File: src/rtl/qm_prime_engine.sv
module qm_prime_engine #(
  parameter int MAX_PRIMES = 32,
  localparam int IW = $clog2(MAX_PRIMES),
  localparam int CW = $clog2(MAX_PRIMES + 1)
) (
  input  logic          clk,
  input  logic          rst_n,
  input  logic          start,
  input  logic [15:0]   on_set,
  input  logic [15:0]   dc_set,
  input  logic [IW-1:0] rd_idx,
  output logic          busy,
  output logic          done,
  output logic [CW-1:0] prime_count,
  output logic [3:0]    rd_value,
  output logic [3:0]    rd_free
);
  localparam int NV = 4;
  localparam int NM = 1 << NV;
  localparam int NC = 1 << (2 * NV);

  typedef enum logic [1:0] {S_IDLE, S_MERGE, S_COLLECT, S_DONE} st_t;

  st_t             st;
  logic [NC-1:0]   pres, used;
  logic [NM-1:0]   on_q;
  logic [7:0]      code;
  logic [2:0]      lvl;
  logic            grew;
  logic [CW-1:0]   cnt;
  logic [7:0]      plist [MAX_PRIMES];

  function automatic logic [2:0] popc4(input logic [3:0] x);
    popc4 = {2'b0, x[0]} + {2'b0, x[1]} + {2'b0, x[2]} + {2'b0, x[3]};
  endfunction

  wire [3:0] cv   = code[3:0];
  wire [3:0] cm   = code[7:4];
  wire       last = (code == 8'hFF);
  wire       on_lvl = pres[code] && (popc4(cm) == lvl);

  logic [NV-1:0] hit;
  logic          useful;

  always_comb begin
    for (int b = 0; b < NV; b++)
      hit[b] = on_lvl && !cm[b] && !cv[b] && pres[code | (8'd1 << b)];
  end

  always_comb begin
    useful = 1'b0;
    for (int m = 0; m < NM; m++)
      if (on_q[m] && (((4'(m) ^ cv) & ~cm) == 4'd0)) useful = 1'b1;
  end

  wire grew_nx = grew | (|hit);
  wire keep    = pres[code] && !used[code] && useful && (cnt < CW'(MAX_PRIMES));

  always_ff @(posedge clk or negedge rst_n) begin
    if (!rst_n) begin
      st   <= S_IDLE;
      pres <= '0;
      used <= '0;
      on_q <= '0;
      code <= '0;
      lvl  <= '0;
      grew <= 1'b0;
      cnt  <= '0;
      for (int i = 0; i < MAX_PRIMES; i++) plist[i] <= '0;
    end else begin
      case (st)
        S_IDLE, S_DONE: begin
          if (start) begin
            on_q <= on_set;
            pres <= {{(NC-NM){1'b0}}, on_set | dc_set};
            used <= '0;
            code <= '0;
            lvl  <= '0;
            grew <= 1'b0;
            cnt  <= '0;
            st   <= S_MERGE;
          end
        end
        S_MERGE: begin
          for (int b = 0; b < NV; b++) begin
            if (hit[b]) begin
              pres[code | (8'd16 << b)] <= 1'b1;
              used[code]                <= 1'b1;
              used[code | (8'd1 << b)]  <= 1'b1;
            end
          end
          code <= code + 8'd1;
          grew <= grew_nx;
          if (last) begin
            if (!grew_nx || lvl == 3'(NV - 1)) begin
              st <= S_COLLECT;
            end else begin
              lvl  <= lvl + 3'd1;
              grew <= 1'b0;
            end
          end
        end
        S_COLLECT: begin
          if (keep) begin
            plist[cnt[IW-1:0]] <= code;
            cnt <= cnt + 1'b1;
          end
          code <= code + 8'd1;
          if (last) st <= S_DONE;
        end
        default: st <= S_IDLE;
      endcase
    end
  end

  assign busy        = (st == S_MERGE) || (st == S_COLLECT);
  assign done        = (st == S_DONE);
  assign prime_count = cnt;
  assign rd_value    = plist[rd_idx][3:0];
  assign rd_free     = plist[rd_idx][7:4];
endmodule

File: config.mk
export PLATFORM = sky130hd
export DESIGN_NAME = qm_prime_engine
export DESIGN_NICKNAME = d
export VERILOG_FILES = /design/src/rtl/qm_prime_engine.sv
export SDC_FILE = /design/constraint.sdc
export NUM_CORES = 2
export LEC_CHECK = 0
export BUFFER_PORTS_ARGS = -buffer_cell sky130_fd_sc_hd__buf_2
export CAP_MARGIN = 5
export CORE_ASPECT_RATIO = 1.5
export CORE_MARGIN = 2
export CORE_UTILIZATION = 55
export CTS_CLUSTER_DIAMETER = 120
export DETAILED_ROUTE_END_ITERATION = 8
export PLACE_DENSITY = 0.72
export SYNTH_ARGS = -nofsm -noshare
export SYNTH_HDL_FRONTEND = slang
export SYNTH_SLANG_ARGS = --single-unit
File: constraint.sdc
create_clock -name clk -period 10.7 [get_ports clk]
set_input_delay 1.07 -clock clk [delete_from_list [all_inputs] [get_ports clk]]
set_output_delay 1.07 -clock clk [all_outputs]
set_load 0.005 [all_outputs]
# After elaboration in Yosys (flattened, before gate mapping)
# Index checks and enable logic that the tools add are counted.
# W data, S select, Z words.
[classes] addsub=6 order_cmp=22 eq_ne=12 n_mux=88 bitwise_logic=48 reduce_logical=82
[ops] op="$mux W256" count=16
[ops] op="$or A256 B256 Y256" count=12
[ops] op="$pmux W256 S2" count=2
[ops] op="$bwmux W256" count=1
[ops] op="$lt A8 B9 Y1 const B" count=9
[ops] op="$ge A8 B1 Y1 const B" count=9
[ops] op="$and A4 B4 Y4" count=16
[ops] op="$logic_not A4 Y1" count=16
[ops] op="$demux W1 S7" count=8
[ops] op="$logic_and A1 B1 Y1" count=42
[ops] op="$bmux W8 S5" count=1
[ops] op="$demux W8 S5" count=1
[ops] op="$mux W1" count=34
[ops] op="$mux W8" count=4
[ops] op="$bmux W1 S7" count=4
[ops] op="$bmux W1 S8" count=2
[ops] op="$or A16 B16 Y16" count=1
[ops] op="$pmux W8 S2" count=1
[ops] op="$ge A6 B6 Y1 const B" count=2
[ops] op="$mux W6" count=2
[ops] op="$ne A2 B2 Y1 const B" count=6
[ops] op="$not A2 Y2" count=6
[ops] op="$not A3 Y3" count=4
[ops] op="$not A5 Y6" count=2
[ops] op="32 further kinds" count=57
[word_totals] register_bits=804 in_bits=40 elab_cells=298

# Depth between registers and ports, before layout
[depth] word_depth=24 mapped_depth=19 ltp_nobuf=13

# Worst setup path before layout
# Ideal clock, no wire load.
[synth_path] kind="in2out" start="input rd_idx[0]" end="output rd_free[0]" t_arrival_ns=3.273 setup_slack_ns=6.357 path_stages=5 cell_sequence="clkbuf_1 buf_1 mux4_2 mux4_2 mux2_2"
[synth_via] elab_chain_len=4
[synth_lines] element="start, declared" line="11" rtl="input logic [IW-1:0] rd_idx,"
[synth_lines] element="$not A5 Y6 (not written as such)" line="120" rtl="assign rd_free = plist[rd_idx][7:4];"
[synth_lines] element="$bmux W8 S5" line="120"
[synth_lines] element="$mux W8 (2 in series)"
[synth_lines] element="end, declared" line="16" rtl="output logic [3:0] rd_free"
# No other way between the ends. The select of a mux whose other input is x is not followed.

# Worst setup path after layout
[layout_path] start="register code[1]" end="register plist[4] in the netlist's numbering"
[layout_via] elab_chain_len=22 elab_cells_between_ends=81 cone_classes="mux (20); bitwise (24); reduce/logical (37)"
[layout_lines] element="start, declared" line="27" rtl="logic [7:0] code;"
[layout_lines] element="start signal, assigned" line="92" rtl="code <= code + 8'd1;"
[layout_lines] element="start signal, assigned" line="108" rtl="code <= code + 8'd1;"
[layout_lines] element="$and A4 B4 Y4" line="53" rtl="if (on_q[m] && (((4'(m) ^ cv) & ~cm) == 4'd0)) useful = 1'b1;"
[layout_lines] element="$logic_not A4 Y1" line="53"
[layout_lines] element="$logic_and A1 B1 Y1" line="53"
[layout_lines] element="$mux W1 (16 in series)" line="53"
[layout_lines] element="$logic_and A1 B1 Y1 (*) (2 in series)" line="57" rtl="wire keep = pres[code] && !used[code] && useful && (cnt < CW'(MAX_PRIMES));"
[layout_lines] element="$reduce_and A2 Y1 (no line) (*)"
[layout_lines] element="end signal, assigned by index" line="105" rtl="plist[cnt[IW-1:0]] <= code;"
[layout_lines] element="end, declared" line="31" rtl="logic [7:0] plist [MAX_PRIMES];"
# Every way passes the cells marked *; elsewhere a longest branch is shown, timed or not. The select of a mux whose other input is x is not followed.
# A chain may end at the register's enable or synchronous reset.

==> summary.md <==
| Metric | Value |
|---|---|
| Status | `complete, no violations` |
| Area contributors post-synth | `dfrtp_1 (50%), mux4_2 (8.1%), mux2_2 (7.5%)` |
| F_max | `approximately 150 MHz` |
| Gr ovfl total | `0` |
| CP Cell Sequence | `buf_12 > clkinv_1 > mux2i_1 > o22ai_1 > o211ai_1 > o2111ai_1 > or4b_4 > o32ai_4 > and2_1 > nand2_1 > mux2_2` |
| Fin nets | `around 3600` |
| Syn Inst Count | `3590` |
| GR Util All Layers | `0.3715` |
| Worst vdd ir | `about 0.18 mV` |
| TritonRoute pass-1 iters | `8` |
| Async SR Flop Fraction | `1.000` |
| Area leader, netlist | `dfrtp_1` |
| CP required | `11.24 ns` |
| Hold_ws | `0.3948 ns` |
| Sw Share | `0.4018` |
| Worst rel slew slack | `0.08129` |
| Dpl hpwl | `around 90000 um` |
| Worst hold path type | `in2async` |
| Period utilization | `0.6210` |
| Initial antenna violation count | `12` |
| Routed Antenna Nets | `0` |
| Setup tns final | `0 ns` |
| Slew Viols, Final | `0` |
| # DRC | `0` |
| IO buf count | `55` |
| Full die area | `0.07598 mm^2` |
| CP Capture Type | `register` |
| Synthesized area per cell | `11.30 um^2` |
| Ports | `56` |
| FF-to-FF End | `plist[4]` |
| Ratio of cells with drive above 1 in the final layout | `0.2120` |
| Crit path DAT | `about 7.2 ns` |
| Startpoint types | `register` |
| First-pass GRT wire length | `207900 um` |
| Critical path's slowest cell | `dfrtp_4` |
| Synth cell count leaders | `dfrtp_1 (804), nand2_1 (377), o21ai_0 (302)` |
| Top delay family on crit path | `simple AND/OR/NAND/NOR gates` |
| DRT iter0 DRCs | `4662` |
| Sequential share of power | `0.354` |
| Htree depth | `3` |
| Die Ht | `336.6 um` |
| Max Cap Viol | `0` |
| Power share of the clock group | `0.311` |
| Top FF cell, synth | `dfrtp_1` |
| Number of global-route vias before repair | `31880` |
| Endpoints failing setup | `0` |
| Warnings, synthesis | `0` |
| Post-route cell area | `0.04427 mm^2` |
| Worst-path clk slew | `0.07 ns` |
| Crit path max fanout | `87` |
| Internal | `5.687 mW` |
| Via count | `31980` |
| Reg2Reg Depth | `11` |
| Post-CTS Setup Inserts | `0` |
| Post-cts sizing count | `0` |
| Post-synth top area share | `0.4960` |
| Most frequent cell after synthesis | `dfrtp_1` |
| Post-synth EDFFs | `0` |
| CTS Buf Count | `77` |
| Area after DPL | `0.04156 mm^2` |
| # rows | `~120` |
| Logic gate share of total power | `0.335` |
| Worst path max stage delay | `around 0.94 ns` |
| Critical R2R Launch | `code[1]` |
| Starting Density | `0.5524` |
| Core area | `between 0.07 and 0.08 mm^2` |
| Pwr Density | `between 200 and 250 mW/mm^2` |
| Critical path class | `reg2reg` |
| Clock latency on the worst-skew pair | `about 0.67 ns` |
| CP bufs+invs | `2` |
| Actual slew at the worst max-slew pin | `1.371 ns` |
| Clk sinks | `804` |
| Pre-CTS setup slack | `between 4 and 5 ns` |
| Synth-to-Final Area Change | `9.147%` |
| Mapped cell area | `0.04056 mm^2` |
| WL/cell | `30.60 um` |
| RSZ-0062 raised after global routing | `false` |
| Vias per inst | `6.997` |
| Setup WS post-layout | `4.055 ns` |
| Net Switching | `about 3.8 mW` |
| #FFs+latches synth | `804` |
| Leak | `about 20 nW` |
| Largest net degree at the start of global routing | `around 190` |
| Synthesized Nets | `3651` |
| Total chip power | `~9.5 mW` |
| Fin Clk Skew | `0.02021 ns` |
| Final wirelength | `139900 um` |
| Die W | `225.7 um` |
| Clk root buf | `clkbuf_16` |
| Synth cell types | `89` |
| Final Hold Vio Count | `0` |
| Final Critical Period | `6.645 ns` |
| Sequential fraction of the synthesis area | `0.4960` |
| Reg2Reg Setup Slack | `between 4 and 5 ns` |
| CTS Hold Buffers Added | `0` |
| Clk buf depth | `3` |
| Routability Congestion | `roughly 1.0` |
| CTS tree | `done` |
==> kinds of logic (layout without fill, tap and decap cells) <==
kind of cell             Yosys count  count (layout)  synth area share
AND/OR/NAND/NOR                  933             933            0.1087
AO/OA/AOI/OAI                    865             865            0.1403
flip-flops                       804             804            0.4960
multiplexers                     624             624            0.2099
buffers and inverters            336             321           0.03689
adder cells (fa/ha/maj)           21              21          0.006663
XOR/XNOR                           7               7          0.001512
other                              0               4                 0
==> worst max-delay path by stage <==
stage / slack [ns] / from / cells after the start / to
after floorplan: 6.36 / rd_idx[0] / 5 / rd_free[0]
after global placement: 4.51 / code[1] / 11 / plist[5]
after detailed placement: 4.46 / code[1] / 11 / plist[6]
after CTS: 4.41 / code[1] / 11 / plist[4]
after global routing: 4.02 / code[1] / 11 / plist[5]
final: 4.06 / code[1] / 11 / plist[4]
==> cells in the final DEF, fill, tap and decap left out, types with 50 or more instances in the layout <==
cell	n
dfrtp_1	796
nand2_1	377
o21ai_0	301
mux2_2	271
nor2_1	232
mux4_2	146
mux2i_1	128
a21oi_1	124
buf_4	83
and2_1	78
mux2_1	78
clkbuf_16	77
buf_2	53
o22ai_1	51
a221oi_1	50
==> layout make-up <==
type                            instances  area, um^2
Antenna cell                            4       10.01
Clock buffer                          109        2207
Clock inverter                         33       489.2
Fill cell                            5907       29150
Inverter                               36       135.1
Multi-Input combinational cell       2450       19020
Sequential cell                       804       20140
Tap cell                              992        1241
Timing Repair Buffer                  143        1023
==> stage by stage <==
step,instances,utilization
global route,4567,0.6028
finish,4571,0.6029
floorplan,3590,-
global placement,4425,0.5661
detailed placement,4425,0.5661
CTS,4567,0.6028
==> registers in the layout, indices dropped and copies added (netlist names) <==
name / flops
lvl: 3
st: 2
on_q: 16
plist: 256
grew: 1
code: 8
prime_count: 6
pres: 256
used: 256
==> layer usage <==
layer / GRT usage / share of wire / vias up
met5: 0 / 0.00050 / -
met4: 0.2953 / 0.092 / 10
met3: 0.09046 / 0.10 / 745
met2: 0.5703 / 0.46 / 2074
met1: 0.4489 / 0.35 / 16110
li1: - / - / 13050
==> power by group through the flow <==
stage | clock (mW) | sequential (mW) | combinational, mW
6_report | 2.96 | 3.36 | 3.19
5_1_grt | 3.09 | 3.37 | 3.25
4_1_cts | 2.97 | 3.35 | 3.02
3_5_place_dp | 0 | 3.41 | 3.01
3_3_place_gp | 0 | 3.40 | 2.99
2_1_floorplan | 0 | 3.28 | 1.96
(Power assumes the default switching activity.)
